[src/rtl/npc_pkg.sv]
package npc_pkg;
    localparam int XLEN   = 32;
    localparam int OP_W   = 6;
    localparam int IMM_W  = 16;
    localparam int JIDX_W = 26;

    localparam logic [OP_W-1:0] OP_BRANCH = 6'h04;
    localparam logic [OP_W-1:0] OP_JUMP   = 6'h02;

    typedef enum logic [1:0] {
        FLOW_SEQ    = 2'd0,
        FLOW_BRANCH = 2'd1,
        FLOW_JUMP   = 2'd2
    } flow_e;
endpackage

[src/rtl/npc_decode.sv]
module npc_decode
    import npc_pkg::*;
(
    input  logic [OP_W-1:0] opcode,
    output flow_e           flow
);
    always_comb begin
        unique case (opcode)
            OP_BRANCH: flow = FLOW_BRANCH;
            OP_JUMP:   flow = FLOW_JUMP;
            default:   flow = FLOW_SEQ;
        endcase
    end
endmodule

[src/rtl/npc_target.sv]
module npc_target
    import npc_pkg::*;
#(
    parameter int AW = XLEN,
    parameter int IW = IMM_W,
    parameter int JW = JIDX_W
) (
    input  logic [AW-1:0] pc_now,
    input  logic [JW-1:0] low_field,
    output logic [AW-1:0] seq_tgt,
    output logic [AW-1:0] br_tgt,
    output logic [AW-1:0] jmp_tgt
);
    localparam int EXT_W = AW - IW - 2;
    localparam int TOP_W = AW - JW - 2;

    logic [IW-1:0] offset;
    logic [AW-1:0] byte_off;

    assign offset   = low_field[IW-1:0];
    assign byte_off = {{EXT_W{offset[IW-1]}}, offset, 2'b00};
    assign seq_tgt  = pc_now + AW'(4);
    assign br_tgt   = seq_tgt + byte_off;
    assign jmp_tgt  = {seq_tgt[AW-1 -: TOP_W], low_field, 2'b00};
endmodule

[src/rtl/next_pc_unit.sv]
module next_pc_unit
    import npc_pkg::*;
#(
    parameter int AW = XLEN
) (
    input  logic          clk,
    input  logic          rst,
    input  logic [AW-1:0] instr,
    input  logic          cond_met,
    output logic [AW-1:0] pc,
    output logic [1:0]    flow_class
);
    localparam int TOP_W = AW - JIDX_W - 2;

    flow_e         flow;
    logic [AW-1:0] seq_tgt, br_tgt, jmp_tgt, pc_next;

    npc_decode u_decode (
        .opcode (instr[AW-1 -: OP_W]),
        .flow   (flow)
    );

    npc_target #(.AW(AW), .IW(IMM_W), .JW(JIDX_W)) u_target (
        .pc_now    (pc),
        .low_field (instr[JIDX_W-1:0]),
        .seq_tgt   (seq_tgt),
        .br_tgt    (br_tgt),
        .jmp_tgt   (jmp_tgt)
    );

    // Transition selection: STEP, TAKE or SPLICE
    always_comb begin
        unique case (flow)
            FLOW_BRANCH: pc_next = cond_met ? br_tgt : seq_tgt;
            FLOW_JUMP:   pc_next = jmp_tgt;
            default:     pc_next = seq_tgt;
        endcase
    end

    // State register
    always_ff @(posedge clk) begin
        if (rst) pc <= '0;
        else     pc <= pc_next;
    end

    // Output process
    always_comb flow_class = flow;

    // reset value
    p_reset_zero_r1: assert property (@(posedge clk)
        rst |=> pc == '0);

    // sequential step
    p_seq_step_r2: assert property (@(posedge clk) disable iff (rst)
        (instr[AW-1 -: OP_W] != OP_BRANCH && instr[AW-1 -: OP_W] != OP_JUMP)
        |=> pc == $past(pc) + AW'(4));

    // untaken branch
    p_br_untaken_r3: assert property (@(posedge clk) disable iff (rst)
        (instr[AW-1 -: OP_W] == OP_BRANCH && !cond_met)
        |=> pc == $past(pc) + AW'(4));

    // jump keeps region of pc+4
    p_jump_region_r6: assert property (@(posedge clk) disable iff (rst)
        (instr[AW-1 -: OP_W] == OP_JUMP)
        |=> pc[AW-1 -: TOP_W] == $past(pc + AW'(4)) >> (AW - TOP_W));

    // word alignment
    p_aligned_r8: assert property (@(posedge clk) disable iff (rst)
        pc[1:0] == 2'b00);
endmodule

[config.mk]
export PLATFORM = sky130hd
export DESIGN_NAME = next_pc_unit
export DESIGN_NICKNAME = d
export VERILOG_FILES = /design/src/rtl/npc_pkg.sv /design/src/rtl/npc_decode.sv /design/src/rtl/npc_target.sv /design/src/rtl/next_pc_unit.sv
export SDC_FILE = /design/constraint.sdc
export NUM_CORES = 1
export LEC_CHECK = 0
export BUFFER_PORTS_ARGS = -buffer_cell sky130_fd_sc_hd__buf_2
export CAP_MARGIN = 25
export CELL_PAD_IN_SITES_DETAIL_PLACEMENT = 1
export CELL_PAD_IN_SITES_GLOBAL_PLACEMENT = 2
export CORE_MARGIN = 2
export CORE_UTILIZATION = 35
export DETAILED_ROUTE_END_ITERATION = 8
export PLACE_DENSITY_LB_ADDON = 0.1
export REMOVE_ABC_BUFFERS = 1
export SYNTH_ARGS = -nofsm -noshare
export SYNTH_HDL_FRONTEND = slang
export SYNTH_SLANG_ARGS = --single-unit
[constraint.sdc]
create_clock -name clk -period 5.75 [get_ports clk]
set_clock_uncertainty 0.15 [all_clocks]
set_input_delay 1.725 -clock clk [delete_from_list [all_inputs] [get_ports clk]]
set_output_delay 1.725 -clock clk [all_outputs]
set_load 0.01 [all_outputs]
* Yosys cells after proc, flatten, opt, wreduce, memory -nomap -nowiden
Cells that the tools add are included.
Word-level totals: register bits 32, output and inout bits 34, logic and storage cells 10, input port bits 35
Cells by class: add/subtract/negate cells 2, muxes and demuxes 3, eq/ne operators 4
Operators with widths (count):
- one-hot mux 32 bit (2 select lines) | 1
- adder 32 x 3 -> 32 bit, second input constant | 1
- adder 32 bit | 1
- two-way mux 32 bit | 1
- equality test 6 x 2 -> 1 bit, second input constant | 1
- equality test 6 x 3 -> 1 bit, second input constant | 1
- one-hot mux 2 bit (2 select lines) | 1
- equality test 2 x 1 -> 1 bit, second input constant | 1
- equality test 2 bit, second input constant | 1

* Depth between registers and ports, before layout
Gate-level depths: netlist (run 1).
depth in word-level cells 4, gate-level depth with buffers 16, depth with buffers taken out 15

* Hierarchy
Synthesis (run 1) repeated with hierarchy kept, for this count alone.
Unflattened totals: cells, all modules 472, area total of the unflattened synthesis 3923.8 um^2
Modules (own cells, without submodules):
- npc_target | cells an instance 350, times used 1, area each 2497.4 um^2, sequential area each 0.0 um^2
- next_pc_unit | cells an instance 119, times used 1, area each 1390.1 um^2, sequential area each 640.6 um^2
- npc_decode | cells an instance 3, times used 1, area each 36.3 um^2, sequential area each 0.0 um^2

* Worst setup path before layout (run 1)
No wires, ideal clock.
kind input to output, start point in instr[26], end point out flow_class[1], path buffers 0, stages 5, arrival 2695 ps, slack 1180 ps, required time 3875 ps, cells stage by stage nor4_1 and3b_1 inv_1 ha_1 nor2_1
Between the ends: longest elaborated chain between the ends 2, elaborated cells on any way between the ends 3, classes of those cells eq/ne: 2; mux: 1
RTL lines:
- start: declaration | RTL line next_pc_unit.sv:8 | input logic [AW-1:0] instr,
- equality test 6 x 2 -> 1 bit / equality test 6 x 3 -> 1 bit (equally long branches) | RTL line npc_decode.sv:8 | unique case (opcode)
- one-hot mux 2 bit (2 select lines) * | RTL line npc_decode.sv:8
- end: declaration | RTL line next_pc_unit.sv:11 | output logic [1:0] flow_class
Every way passes the cells marked *; elsewhere a longest branch is shown, timed or not.

* Worst setup path in the final report (run 1)
Same ends and word-level chain as after synthesis.

==> results of run 1 <==
## routing by layer
layer,global-route usage (%),up-vias,routed length [µm]
li1,-,1821,-
met1,32.3,1757,6150
met2,37.2,89,5670
met3,3.24,14,541
met4,5.62,0,185
met5,0,-,0
## through the flow
| step | instance area (µm²) | hold WS, ps | cells | utilization [%] | total power (µW) |
|---|---|---|---|---|---|
| after floorplan | 3440 | 463 | 446 | - | 286 |
| after global placement | 3960 | 488 | 648 | 40.3 | 327 |
| after detailed placement | 3960 | 506 | 648 | 40.3 | 330 |
| after CTS | 4100 | 519 | 656 | 41.8 | 608 |
| after global routing | 4100 | 561 | 656 | 41.8 | 630 |
| final | 4100 | 501 | 656 | 41.8 | 602 |
## worst min-delay path: cells and delay by family (launching register included)
kind	cells	cell delay, ps
xor gates and xnor gates	1	120
DFF	1	370
AOI/OAI and AO/OA	1	50
and+or+nand+nor	1	70
## cells in the final DEF, fill, tap and decap left out, types with 4 or more instances in the layout
master    count
o21ai_1       5
buf_2        66
and4_1        5
ha_1         38
nand3_1      17
dfxtp_1      30
and3_1        4
a222oi_1      7
a31oi_1       6
xnor2_1      35
nand4_1      14
a21oi_1      40
o21ai_2       4
xor2_1       18
o21ai_0      18
inv_1        19
nand2_1      48
a22oi_1      15
clkbuf_8      6
o22ai_1       7
a21o_1        7
nor3_1        5
nor2_1       44
## cells by family after synthesis
kind of cell               Yosys count  synth area share (%)
AOI/OAI and AO/OA                  141                  28.1
xor gates and xnor gates            53                  13.0
adders and majority gates           39                  13.9
and+or+nand+nor                    161                  22.2
other                                1                 0.105
muxes                                1                 0.316
DFF                                 30                  16.9
buffers and inverters               45                  5.45
## final timing paths
path                     start  slack, ps  cells after the start           endpoint
min reg2reg  pc[28]$_SDFF_PP0_        500                      3  pc[28]$_SDFF_PP0_
max                  instr[26]        960                      7      flow_class[1]
min          pc[28]$_SDFF_PP0_        500                      3  pc[28]$_SDFF_PP0_
max reg2reg   pc[2]$_SDFF_PP0_       1530                     14  pc[31]$_SDFF_PP0_
## layout make-up
class / instances / area share, %
clock buffer: 6 / 2.01
clock inverter: 2 / 1.46
inverter: 19 / 1.74
multi-input combinational: 397 / 67.5
sequential: 30 / 14.6
tap: 133 / 4.06
timing repair buffer: 69 / 8.60
## power by group through the flow
| stage | sequential, µW | clock [µW] | combinational, µW |
|---|---|---|---|
| after floorplan | 219 | 0 | 67.0 |
| after global placement | 220 | 0 | 107 |
| after detailed placement | 220 | 0 | 110 |
| after CTS | 215 | 282 | 111 |
| after global routing | 215 | 291 | 124 |
| final | 215 | 276 | 111 |
==> impl_metrics.env, run 1 <==
export IMPL_yosysMostFrequentCell="nand2_1"
export IMPL_p_switching_uw=164
export IMPL_routed_via_count=3681
export IMPL_swShare_pct=27.2
export IMPL_layout_drive_gt1_share_pct=18.7
export IMPL_synth_warnings=0
export IMPL_rows=36
export IMPL_cp_top_family="simple AND/OR/NAND/NOR gates"
export IMPL_synth_edf_count=0
export IMPL_die_h_um=105
export IMPL_finalSetupTns_ps=0
export IMPL_synth_area_um2=3560
export IMPL_synth_top_cell_area_share_pct=16.9
export IMPL_arrival_ps=2920
export IMPL_antenna_cells=0
export IMPL_status="complete, no violations"
export IMPL_fin_nets=596
export IMPL_start_kind="primary input"
export IMPL_first_iter_violations=203
export IMPL_postCtsHoldBufs=0
export IMPL_endpoint_kind="output port"
export IMPL_grt_pass1_vias=3791
export IMPL_synth_area_top_cells="dfxtp_1 (17%), ha_1 (13%), xnor2_1 (8.6%)"
export IMPL_p_per_area_nw_per_um2=147
export IMPL_numCtsBuffers=5
export IMPL_pwr_share_seq_pct=35.7
export IMPL_port_buffers=66
export IMPL_track_usage_pct=23.1
export IMPL_timing_final_crit_period_ps=4790
export IMPL_crit_top_cell="buf_2"
export IMPL_power_share_combinational_pct=18.4
export IMPL_maxSlewViolCount=0
export IMPL_slowest_stage="nor4_1"
export IMPL_cts_max_level=2
export IMPL_seq_area_um2=601
export IMPL_clock_latency_ps=290
export IMPL_synth_seq_cells=30
export IMPL_dp_slack_ps=925
export IMPL_netlist_instances=471
export IMPL_cp_slowest_stage_delay_ps=380
export IMPL_async_flop_share_pct=0
export IMPL_timing_final_crit_share_pct=83.4
export IMPL_synth_area_leader_cell="dfxtp_1"
export IMPL_required_ps=3880
export IMPL_gp_congestion=0.818
export IMPL_post_cts_buffers=0
export IMPL_syn_area_per_cell_um2=7.56
export IMPL_syn_to_final_growth_pct=15.3
export IMPL_final_fill_count=1272
export IMPL_cp_cell_sequence="buf_2, nor4_1, and3b_1, inv_1, ha_1, nor2_1, buf_2"
export IMPL_vdd_ir_drop_worst_uv=79.8
export IMPL_p_clk_share_pct=45.9
export IMPL_largest_register="pc"
export IMPL_setup_slack_ps=957
export IMPL_p_int_uw=438
export IMPL_start_util_pct=36.2
export IMPL_post_cts_resize_count=0
export IMPL_dp_hpwl_mm=10.0
export IMPL_grt_max_degree=31
export IMPL_multi_input_area_um2=2770
export IMPL_cts_tree="yes"
export IMPL_yosysSeqAreaShare_pct=16.9
export IMPL_tightest_slew_ps=641
export IMPL_path_max_fanout=3
export IMPL_dr_pass1_iters=5
export IMPL_synth_common_cells="nand2_1 (48), nor2_1 (44), a21oi_1 (40), ha_1 (38), xnor2_1 (35)"
export IMPL_crit_type="primary input to output port"
export IMPL_leakage_uw=0.00180
export IMPL_viasPerCell=5.61
export IMPL_cts_num_sinks=30
export IMPL_path_buf_inv=3
export IMPL_setup_viol=0
export IMPL_yosysUniqueCellTypes=63
export IMPL_synth_ff_type="dfxtp_1"
export IMPL_drc=0
export IMPL_path_clk_slew_ps=70
export IMPL_final_antenna_net_count=0
export IMPL_min_path_type="flop to flop"
export IMPL_clk_path_buf_depth=2
export IMPL_max_cap_viol_count=0
export IMPL_core_area_um2=9820
export IMPL_largest_reg_flops=30
export IMPL_reg_largest_list="pc (30)"
export IMPL_slew_headroom_pct=57.3
export IMPL_die_area_um2=11000
export IMPL_fmax_ghz=0.209
export IMPL_wire_per_inst_um=19.1
export IMPL_overflow=0
export IMPL_fp_dieW_um=105
export IMPL_antenna_found_initial=0
export IMPL_cts_root_buf="clkbuf_8"
export IMPL_grt_pass1_wl_mm=20.2
export IMPL_rsz0062_at_grt="false"
export IMPL_io_pins=69
export IMPL_wl_mm=12.5
export IMPL_finalHoldViolations=0
Note: power is estimated with default switching activity, not from simulation.
==> run 2: changes to the inputs <==
ABC_AREA = 1   (was not set)
CORE_UTILIZATION = 27   (was 35)
clock period = 3.9 ns   (was 5.75 ns; I/O delays follow)
==> impl_metrics.env, run 2 <==
export IMPL_vdd_ir_drop_worst_uv=163
export IMPL_fin_nets=998
export IMPL_wire_per_inst_um=17.1
export IMPL_start_kind="primary input"
export IMPL_endpoint_kind="output port"
export IMPL_synth_area_um2=4690
export IMPL_grt_pass1_wl_mm=31.2
export IMPL_yosysSeqAreaShare_pct=12.8
export IMPL_r2r_start="pc[8]$_SDFF_PP0_"
export IMPL_synth_area_leader_cell="nand2_1"
export IMPL_layout_drive_gt1_share_pct=11.8
export IMPL_clk_path_buf_depth=2
export IMPL_rsz0062_at_grt="false"
export IMPL_die_h_um=136
export IMPL_worstRegToRegCells=17
export IMPL_yosysMostFrequentCell="nand2_1"
export IMPL_io_pins=69
export IMPL_largest_register="pc"
export IMPL_path_buf_inv=4
export IMPL_fp_dieW_um=136
export IMPL_p_switching_uw=363
export IMPL_grt_busiest_layer="met2"
export IMPL_final_antenna_net_count=0
export IMPL_numCtsBuffers=5
export IMPL_track_usage_pct=21.9
export IMPL_fmax_ghz=0.272
export IMPL_final_fill_count=2352
export IMPL_viasPerCell=4.91
export IMPL_power_share_combinational_pct=28.2
export IMPL_grt_max_degree=41
export IMPL_cp_cell_sequence="buf_2, nor2_1, inv_1, nor4_1, inv_1, ha_1, nor2_1, buf_2"
export IMPL_yosysUniqueCellTypes=36
export IMPL_post_cts_buffers=0
export IMPL_cts_tree="yes"
export IMPL_status="complete, no violations"
export IMPL_pwr_share_seq_pct=30.9
export IMPL_netlist_instances=866
export IMPL_largest_reg_flops=30
export IMPL_routed_via_count=5641
export IMPL_layout_common_cells="nand2_1 (260), inv_1 (135), a21oi_1 (94), nor2_1 (83), buf_2 (66)"
export IMPL_synth_warnings=0
export IMPL_setup_viol=0
export IMPL_timing_final_crit_period_ps=3670
export IMPL_use_met2_pct=33.6
export IMPL_min_path_type="flop to flop"
export IMPL_finalHoldViolations=0
export IMPL_holdPathStages=1
export IMPL_antenna_cells=0
export IMPL_slew_headroom_pct=53.4
export IMPL_hp_start="pc[2]$_SDFF_PP0_"
export IMPL_cts_num_sinks=30
export IMPL_reg_largest_list="pc (30)"
export IMPL_core_area_um2=17100
export IMPL_required_ps=2580
export IMPL_clock_latency_ps=280
export IMPL_synth_seq_cells=30
export IMPL_finalSetupTns_ps=0
export IMPL_grt_pass1_vias=5560
export IMPL_r2r_slack_ps=390
export IMPL_dp_hpwl_mm=16.9
export IMPL_antenna_found_initial=0
export IMPL_gp_congestion=0.866
export IMPL_slowest_stage="nor4_1"
export IMPL_synth_area_top_cells="nand2_1 (21%), dfxtp_1 (13%), inv_1 (11%)"
export IMPL_syn_area_per_cell_um2=5.42
export IMPL_cts_max_level=2
export IMPL_path_max_fanout=3
export IMPL_max_cap_viol_count=0
export IMPL_min_to="pc[2]$_SDFF_PP0_"
export IMPL_final_common_cell="nand2_1"
export IMPL_syn_to_final_growth_pct=15.8
export IMPL_tightest_slew_ps=698
export IMPL_grt_use_met1_pct=33.2
export IMPL_drc=0
export IMPL_fin_util_pct=31.7
export IMPL_cts_root_buf="clkbuf_16"
export IMPL_path_clk_slew_ps=50
export IMPL_wl_mm=19.7
export IMPL_swShare_pct=34.0
export IMPL_p_per_area_nw_per_um2=196
export IMPL_synth_common_cells="nand2_1 (260), inv_1 (135), a21oi_1 (94), nor2_1 (84), nand3_1 (62)"
export IMPL_start_util_pct=27.4
export IMPL_rows=48
export IMPL_synth_ff_type="dfxtp_1"
export IMPL_first_iter_violations=348
export IMPL_arrival_ps=2350
export IMPL_synth_top_cell_area_share_pct=20.8
export IMPL_crit_type="primary input to output port"
export IMPL_p_clk_share_pct=40.9
export IMPL_overflow=0
export IMPL_port_buffers=66
export IMPL_dr_pass1_iters=5
export IMPL_leakage_uw=0.00296
export IMPL_maxSlewViolCount=0
export IMPL_timing_final_crit_share_pct=94.1
export IMPL_die_area_um2=18400
export IMPL_cp_top_family="simple AND/OR/NAND/NOR gates"
export IMPL_cp_slowest_stage_delay_ps=340
export IMPL_met3_usage_pct=1.57
export IMPL_async_flop_share_pct=0
export IMPL_reg2reg_to="pc[23]$_SDFF_PP0_"
export IMPL_synth_edf_count=0
export IMPL_timing_hold_ws_ps=525
export IMPL_p_int_uw=703
-- run 2: cell types whose count changed after synthesis, sizes merged, moves of 15 or more --
cell / delta
nand2: +217
a21oi: +53
o21ai: +16
xnor2: -26
nor2: +46
a22oi: -15
inv: +123
nand3: +45
-- run 2: what timing repair did --
item	4_1_cts	5_1_grt
gates resized for setup	0	1
endpoints found under the setup margin	0	1
hold buffers	0	0
-- run 2: worst max-delay path by stage --
stage                                start           endpoint  slack (ps)  cells after the start
after floorplan                  instr[31]  pc[26]$_SDFF_PP0_         480                      8
after global placement           instr[31]      flow_class[1]         280                      8
after detailed placement         instr[31]      flow_class[1]         210                      8
after CTS                        instr[31]      flow_class[1]         210                      8
after global routing      pc[8]$_SDFF_PP0_  pc[23]$_SDFF_PP0_          10                     17
final                            instr[31]      flow_class[1]         230                      8
-- run 2: routing by layer --
layer,wire [µm],vias up
met4,311,0
li1,-,2869
met2,8390,102
met1,10400,2655
met5,0,-
met3,617,15
-- run 2: metrics by stage --
stage               instances  total power [µW]  area (µm²)  setup slack (ps)
finish                   1150              1070        5430               228
global route             1150              1120        5430              11.2
CTS                      1150              1070        5430               209
detailed placement       1142               635        5260               209
global placement         1142               629        5260               276
floorplan                 844               511        4600               478
-- run 2: kinds of logic after synthesis --
logic type,synth area share (%)
and+or+nand+nor,39.9
buffers and inverters,13.4
xor gates and xnor gates,4.11
DFF,12.8
AOI/OAI and AO/OA,19.1
adders and majority gates,10.6
other,0.0799
-- run 2: power groups by stage --
stage	registers [µW]	clock network [µW]	logic [µW]
5_1_grt	331	455	338
3_3_place_gp	335	0	293
4_1_cts	329	443	301
2_1_floorplan	337	0	174
6_report	329	435	301
3_5_place_dp	336	0	299
-- run 2: layout make-up --
class                           instances  area (µm²)  area share (%)
Clock buffer                            8         166            3.06
Inverter                              142         533            9.81
Multi-Input combinational cell        672        3470            63.8
Sequential cell                        30         601            11.1
Tap cell                              225         282            5.18
Timing Repair Buffer                   73         383            7.05
